`src/rtl/hc_regport_pkg.sv`:
```
package hc_regport_pkg;

    localparam int PORT_W = 16;
    localparam int IDX_W  = 7;

    typedef enum logic {
        PH_LOW  = 1'b0,
        PH_HIGH = 1'b1
    } phase_t;

    localparam logic [IDX_W-1:0] IX_STAT    = 7'h03;
    localparam logic [IDX_W-1:0] IX_ENSET   = 7'h04;
    localparam logic [IDX_W-1:0] IX_ENCLR   = 7'h05;
    localparam logic [IDX_W-1:0] IX_CHIPID  = 7'h27;
    localparam logic [IDX_W-1:0] IX_SCRATCH = 7'h28;
    localparam logic [IDX_W-1:0] IX_SWRST   = 7'h29;
    localparam logic [IDX_W-1:0] WIDE_LIMIT = 7'h20;

    localparam logic [PORT_W-1:0] SWRST_KEY = 16'h00F6;
    localparam logic [7:0]        CHIPID_HI = 8'h61;

    function automatic logic is_wide(input logic [IDX_W-1:0] ix);
        return ix < WIDE_LIMIT;
    endfunction

endpackage

```
`src/rtl/hc_regport_seq.sv`:
```
module hc_regport_seq
    import hc_regport_pkg::*;
(
    input  logic                clk,
    input  logic                rst_n,
    input  logic                acc_wr,
    input  logic                acc_rd,
    input  logic                acc_addr,
    input  logic [PORT_W-1:0]   wdata,
    input  logic [2*PORT_W-1:0] rd_word,
    output logic [IDX_W-1:0]    idx,
    output logic                commit,
    output logic [2*PORT_W-1:0] commit_data,
    output logic [PORT_W-1:0]   rdata
);

    phase_t            phase_q, phase_d;
    logic              wr_mode_q;
    logic [IDX_W-1:0]  idx_q;
    logic [PORT_W-1:0] lo_q;
    logic [PORT_W-1:0] rdata_q;

    logic addr_load, data_wr, data_rd, xfer, wide;

    assign addr_load = acc_wr & acc_addr;
    assign data_wr   = acc_wr & ~acc_addr & wr_mode_q;
    assign data_rd   = acc_rd & ~acc_addr & ~wr_mode_q;
    assign xfer      = data_wr | data_rd;
    assign wide      = is_wide(idx_q);

    // next phase
    always_comb begin
        phase_d = phase_q;
        if (addr_load) begin
            phase_d = PH_LOW;
        end else begin
            unique case (phase_q)
                PH_LOW:  if (xfer && wide) phase_d = PH_HIGH;
                PH_HIGH: if (xfer)         phase_d = PH_LOW;
                default: phase_d = PH_LOW;
            endcase
        end
    end

    // state register
    always_ff @(posedge clk or negedge rst_n) begin
        if (!rst_n) phase_q <= PH_LOW;
        else        phase_q <= phase_d;
    end

    // index, direction and staged low half
    always_ff @(posedge clk or negedge rst_n) begin
        if (!rst_n) begin
            idx_q     <= '0;
            wr_mode_q <= 1'b0;
            lo_q      <= '0;
        end else begin
            if (addr_load) begin
                idx_q     <= wdata[IDX_W-1:0];
                wr_mode_q <= wdata[7];
            end
            if (data_wr && wide && phase_q == PH_LOW) lo_q <= wdata;
        end
    end

    // outputs
    always_ff @(posedge clk or negedge rst_n) begin
        if (!rst_n) begin
            rdata_q <= '0;
        end else if (data_rd) begin
            rdata_q <= (phase_q == PH_HIGH) ? rd_word[2*PORT_W-1:PORT_W]
                                            : rd_word[PORT_W-1:0];
        end
    end

    assign commit      = data_wr & (~wide | (phase_q == PH_HIGH));
    assign commit_data = wide ? {wdata, lo_q} : {{PORT_W{1'b0}}, wdata};
    assign idx         = idx_q;
    assign rdata       = rdata_q;

    a_r1_addr_resets_phase: assert property (@(posedge clk) disable iff (!rst_n)
        addr_load |=> phase_q == PH_LOW);
    a_r2_wide_low_to_high: assert property (@(posedge clk) disable iff (!rst_n)
        (xfer && wide && phase_q == PH_LOW) |=> phase_q == PH_HIGH);
    a_r4_narrow_single: assert property (@(posedge clk) disable iff (!rst_n)
        (xfer && !wide) |=> phase_q == PH_LOW);
    a_r11_wrong_dir_holds: assert property (@(posedge clk) disable iff (!rst_n)
        (acc_rd && !acc_addr && wr_mode_q) |=> $stable(rdata_q));

endmodule

```
`src/rtl/hc_regport_irq.sv`:
```
module hc_regport_irq #(
    parameter int NUM_EVT = 7
) (
    input  logic               clk,
    input  logic               rst_n,
    input  logic               sw_clr,
    input  logic [NUM_EVT-1:0] evt,
    input  logic               wr_stat,
    input  logic               wr_set,
    input  logic               wr_clr,
    input  logic [NUM_EVT-1:0] wbits,
    input  logic               wmaster,
    output logic [NUM_EVT-1:0] stat,
    output logic [NUM_EVT-1:0] mask,
    output logic               master,
    output logic               irq
);

    logic [NUM_EVT-1:0] stat_q, mask_q;
    logic               master_q;

    for (genvar i = 0; i < NUM_EVT; i++) begin : g_bit
        always_ff @(posedge clk or negedge rst_n) begin
            if (!rst_n)                   stat_q[i] <= 1'b0;
            else if (sw_clr)              stat_q[i] <= 1'b0;
            else if (evt[i])              stat_q[i] <= 1'b1;
            else if (wr_stat && wbits[i]) stat_q[i] <= 1'b0;
        end
        always_ff @(posedge clk or negedge rst_n) begin
            if (!rst_n)                  mask_q[i] <= 1'b0;
            else if (sw_clr)             mask_q[i] <= 1'b0;
            else if (wr_set && wbits[i]) mask_q[i] <= 1'b1;
            else if (wr_clr && wbits[i]) mask_q[i] <= 1'b0;
        end
    end

    always_ff @(posedge clk or negedge rst_n) begin
        if (!rst_n)                 master_q <= 1'b0;
        else if (sw_clr)            master_q <= 1'b0;
        else if (wr_set && wmaster) master_q <= 1'b1;
        else if (wr_clr && wmaster) master_q <= 1'b0;
    end

    assign stat   = stat_q;
    assign mask   = mask_q;
    assign master = master_q;
    assign irq    = master_q & |(stat_q & mask_q);

    a_r9_event_wins: assert property (@(posedge clk) disable iff (!rst_n)
        (!sw_clr && evt != '0) |=> ((stat_q & $past(evt)) == $past(evt)));
    a_r7_swclr_clears: assert property (@(posedge clk) disable iff (!rst_n)
        sw_clr |=> (stat_q == '0 && mask_q == '0 && !master_q));
    a_r8_set_reaches_mask: assert property (@(posedge clk) disable iff (!rst_n)
        (wr_set && !sw_clr) |=> ((mask_q & $past(wbits)) == $past(wbits)));

endmodule

```
`src/rtl/hc_regport.sv`:
```
module hc_regport
    import hc_regport_pkg::*;
#(
    parameter int          NUM_EVT  = 7,
    parameter logic [7:0]  CHIP_REV = 8'h01
) (
    input  logic               clk,
    input  logic               rst_n,
    input  logic               bus_wr,
    input  logic               bus_rd,
    input  logic               bus_addr_sel,
    input  logic [15:0]        bus_wdata,
    output logic [15:0]        bus_rdata,
    input  logic [NUM_EVT-1:0] hw_event,
    output logic               irq
);

    localparam int WORD_W = 2 * PORT_W;
    localparam int PAD_W  = WORD_W - 1 - NUM_EVT;

    logic [IDX_W-1:0]   idx;
    logic               commit;
    logic [WORD_W-1:0]  commit_data;
    logic [WORD_W-1:0]  rd_word;
    logic [PORT_W-1:0]  scratch_q;
    logic [NUM_EVT-1:0] stat, mask;
    logic               master, sw_clr;
    logic               spare_unused;

    assign sw_clr = commit && idx == IX_SWRST && commit_data[PORT_W-1:0] == SWRST_KEY;
    assign spare_unused = ^commit_data[WORD_W-2:NUM_EVT];

    hc_regport_seq u_seq (
        .clk        (clk),
        .rst_n      (rst_n),
        .acc_wr     (bus_wr),
        .acc_rd     (bus_rd),
        .acc_addr   (bus_addr_sel),
        .wdata      (bus_wdata),
        .rd_word    (rd_word),
        .idx        (idx),
        .commit     (commit),
        .commit_data(commit_data),
        .rdata      (bus_rdata)
    );

    hc_regport_irq #(.NUM_EVT(NUM_EVT)) u_irq (
        .clk    (clk),
        .rst_n  (rst_n),
        .sw_clr (sw_clr),
        .evt    (hw_event),
        .wr_stat(commit && idx == IX_STAT),
        .wr_set (commit && idx == IX_ENSET),
        .wr_clr (commit && idx == IX_ENCLR),
        .wbits  (commit_data[NUM_EVT-1:0]),
        .wmaster(commit_data[WORD_W-1]),
        .stat   (stat),
        .mask   (mask),
        .master (master),
        .irq    (irq)
    );

    always_ff @(posedge clk or negedge rst_n) begin
        if (!rst_n)                            scratch_q <= '0;
        else if (sw_clr)                       scratch_q <= '0;
        else if (commit && idx == IX_SCRATCH)  scratch_q <= commit_data[PORT_W-1:0];
    end

    always_comb begin
        rd_word = '0;
        case (idx)
            IX_STAT:             rd_word = {{(WORD_W-NUM_EVT){1'b0}}, stat};
            IX_ENSET, IX_ENCLR:  rd_word = {master, {PAD_W{1'b0}}, mask};
            IX_CHIPID:           rd_word = {{PORT_W{1'b0}}, CHIPID_HI, CHIP_REV};
            IX_SCRATCH:          rd_word = {{PORT_W{1'b0}}, scratch_q};
            default:             rd_word = '0;
        endcase
    end

    a_r6_scratch_holds: assert property (@(posedge clk) disable iff (!rst_n)
        (!commit && !sw_clr) |=> $stable(scratch_q));
    a_r10_irq_needs_master: assert property (@(posedge clk) disable iff (!rst_n)
        (!master && !(commit && idx == IX_ENSET)) |=> !irq);

endmodule

```
`config.mk`:
```
export PLATFORM = sky130hd
export DESIGN_NAME = hc_regport
export DESIGN_NICKNAME = d
export VERILOG_FILES = /design/src/rtl/hc_regport_pkg.sv /design/src/rtl/hc_regport_seq.sv /design/src/rtl/hc_regport_irq.sv /design/src/rtl/hc_regport.sv
export SDC_FILE = /design/constraint.sdc
export NUM_CORES = 1
export LEC_CHECK = 0
export BUFFER_PORTS_ARGS = -buffer_cell sky130_fd_sc_hd__buf_2
export CAP_MARGIN = 20
export CORE_MARGIN = 2
export CORE_UTILIZATION = 31
export CTS_CLUSTER_SIZE = 30
export DETAILED_ROUTE_END_ITERATION = 6
export GPL_ROUTABILITY_DRIVEN = 0
export GPL_TIMING_DRIVEN = 1
export PLACE_DENSITY = 0.59
export SETUP_SLACK_MARGIN = 0.02
export SYNTH_ARGS = -nofsm -noshare
export SYNTH_HDL_FRONTEND = slang
export SYNTH_SLANG_ARGS = --single-unit
```
`constraint.sdc`:
```
create_clock -name clk -period 2.56 [get_ports clk]
set_input_delay 0.128 -clock clk [delete_from_list [all_inputs] [get_ports clk]]
set_output_delay 0.128 -clock clk [all_outputs]
set_load 0.005 [all_outputs]
```
==> summary.md <==
| Metric | Value |
|---|---|
| Worst IR drop on VDD | `0.265 mV` |
| Crit path arrival time | `2.34 ns` |
| Length of the first detailed-routing pass in iterations | `5` |
| Worst Tran Pin Value | `0.818 ns` |
| Slew Limit Headroom | `45.4%` |
| Worst r2r path cells | `6` |
| Max clock buf depth | `2` |
| Final ANT Viol Nets | `0` |
| Die area | `12100 um2` |
| FMAX | `0.474 GHz` |
| Worst-case hold path end point | `u_irq.stat[3]` |
| GRT Util Overall | `14.6%` |
| Die W | `110 um` |
| Final instance area | `4060 um2` |
| Main synth FF type | `dfrtp_1` |
| Number of port buffers | `44` |
| Yosys cell types | `41` |
| Routed len/inst | `15.9 um` |
| Final Hold Viols | `0` |
| RR Endpoint | `scratch_q[15]` |
| Power density cells | `669 nW/um2` |
| Number of synthesized flops with an enable pin | `0` |
| RSZ-0062 raised after global routing | `no` |
| Register area | `1800 um2` |
| Min-Delay Path Class | `input port to register` |
| # clock sinks | `72` |
| Initial Utilization | `31.9%` |
| Total CTS buffers | `9` |
| Ant diodes | `0` |
| Met2 global-route usage | `21.7%` |
| Post-Place Cell Area | `3870 um2` |
| Die H | `110 um` |
| Fin cells | `519` |
| Total core area | `10900 um2` |
| Via count | `2656` |
| Antenna violations before repair | `0` |
| Skew-Pair Late Insertion Delay | `0.34 ns` |
| Cts repair resizes | `0` |
| I/O Pins | `45` |
| Most common cell after layout, fill and taps aside | `dfrtp_1` |
| FF-to-FF Start | `u_seq.idx[6]` |
| Critical path class | `register to register` |
| YS warnings | `0` |
| Maximum number of pins on one net before global-route repair | `38` |
| Setup crit start kind | `register` |
| Worst-path cell chain | `nor4b_1, and4b_1, buf_4, nand2_2, a211oi_1, nor3_1` |
| H-tree Lvls | `3` |
| R2R Setup Slk | `0.45 ns` |
| FP Rows | `38` |
| DR vias/cell | `5.12` |
| # fillers | `1111` |
| Multi-input logic area | `1560 um2` |
| Min-Delay Path Depth | `3` |
| HPWL Detailed | `6080 um` |
| Synth-to-layout area growth | `17.0%` |
| Most frequent cells in the layout | `dfrtp_1 (72), nand2_1 (45), buf_2 (44)` |
| Layout cells sized above 1 | `29.8%` |
| Initial drt markers | `125` |
| Max-Cap Viols | `0` |
| Final Critical Period | `2.11 ns` |
| Worst-case clock skew | `0.00750 ns` |
| Number of global-route vias before repair | `2547` |
| Total grt overflow | `0` |
| GRT busiest layer | `met2` |
| Post-synth net total | `349` |
| CTS tree | `built` |
| Mapped Avg Cell Area | `10.8 um2` |
| DRC viols | `0` |
| Hold path startpoint | `hw_event[3]` |
| Slowest-stage cell, CP | `dfrtp_1` |
| Max Slew Vio Count | `0` |
| Async set-or-reset flop fraction in the synthesized netlist | `100%` |
| Drt total wl | `8240 um` |
| Hold_buf cts | `3` |
| #FFs+latches synth | `72` |
| Delay of the slowest critical-path stage | `0.46 ns` |
| Clk slew on worst S/H paths | `0.08 ns` |
| Final net count | `402` |
| # setup viols final | `0` |
| Setup crit end kind | `register` |
| Met1 Usage GRT | `20.8%` |
| Root Buffer | `clkbuf_8` |
| Synthesized netlist cell count | `321` |
| Critical path required time | `2.79 ns` |
| Placed Cells | `500` |
| Result of the run | `finished clean` |
| Crit path max fanout | `16` |
| Leak | `1.85 nW` |
| Post-CTS setup buffer count | `0` |
| Seq/Total Area, Yosys | `51.9%` |
| Tot Pwr | `2.72 mW` |
| M3 GR Usage | `3.62%` |
| Post-route setup TNS | `0 ns` |
| Fin crit share | `82.5%` |
| Global-route wire length before repair | `13200 um` |
| Mapped Area | `3470 um2` |
-- routing by layer --
metal | share of wire, % | vias to the layer above | wire, um
li1 | - | 1275 | -
met1 | 49 | 1303 | 4020
met2 | 45 | 70 | 3690
met3 | 5.3 | 8 | 439
met4 | 1.0 | 0 | 85
met5 | 0 | - | 0
-- critical path, delay by kind of cell, from the launching register on --
family | cells | cell delay [ns]
and+or+nand+nor | 4 | 1.02
DFF | 1 | 0.46
AOI/OAI and AO/OA | 1 | 0.33
buffers and inverters | 1 | 0.17
-- worst max path at each step --
stage                       startpoint            end  slack (ns)  cells after the start
final                     u_seq.idx[6]  scratch_q[15]        0.45                      6
after global routing      u_seq.idx[5]  u_seq.lo_q[3]        0.30                      4
after CTS                 u_seq.idx[6]  scratch_q[15]        0.44                      6
after detailed placement  u_seq.idx[6]  scratch_q[15]        0.46                      6
after global placement    u_seq.idx[5]  scratch_q[15]        0.51                      7
after floorplan           u_seq.idx[5]   u_irq.master        0.69                      6
-- kinds of logic (layout without fill, tap and decap cells) --
group / Yosys count / after routing / share of synthesized area, %
AOI/OAI and AO/OA: 55 / 55 / 10.1
xor gates and xnor gates: 1 / 1 / 0.252
buffers and inverters: 17 / 75 / 3.13
DFF: 72 / 72 / 51.9
muxes: 55 / 55 / 17.2
and+or+nand+nor: 121 / 121 / 17.4
-- synth_stat cells, types with 2 or more instances --
cell type,instances,area [um2]
a211oi_1,3,22.5
a21oi_1,20,100
a222oi_1,8,80.1
a22oi_1,2,15.0
buf_2,6,30.0
buf_4,2,15.0
buf_6,4,45.0
clkbuf_1,2,7.51
dfrtp_1,72,1800
inv_1,2,7.51
mux2_2,39,439
mux2i_1,16,160
nand2_1,45,169
nand2_2,2,12.5
nand2b_1,2,12.5
nand3_1,15,75.1
nand3b_1,2,15.0
nand4b_1,3,26.3
nor2_1,28,105
nor2b_1,4,25.0
nor3_1,3,15.0
nor4_1,2,12.5
o21ai_0,12,60.1
o31ai_1,7,52.6
or3_1,3,18.8
or4_1,2,15.0
-- per-stage QoR --
step	setup WS, ns	hold WS [ns]	util [%]
floorplan	0.695	-0.168	-
global placement	0.513	0.277	35.5
detailed placement	0.463	0.271	35.5
CTS	0.444	0.000277	37.3
global route	0.298	0.00253	37.3
finish	0.449	0.0113	37.3
-- power breakdown --
group	leakage [nW]	switching, mW	internal [mW]
Clock	0.0899	0.407	0.372
Combinational	0.838	0.233	0.260
Sequential	0.922	0.136	1.31
-- state kept, by name (all words and copies together), names as in the netlist --
register         flops
u_seq.rdata         16
u_irq.master         1
u_seq.idx            7
u_seq.phase_q        1
u_irq.stat           7
scratch_q           16
u_seq.wr_mode_q      1
u_irq.mask           7
u_seq.lo_q          16
-- area by class of cell --
type | instances | area share [%]
tap | 140 | 4.31
clock buffer | 12 | 3.57
timing repair buffer | 57 | 8.62
clock inverter | 4 | 0.493
multi-input combinational | 232 | 38.5
sequential | 72 | 44.3
inverter | 2 | 0.185
Note: power is estimated with default switching activity, not from simulation.
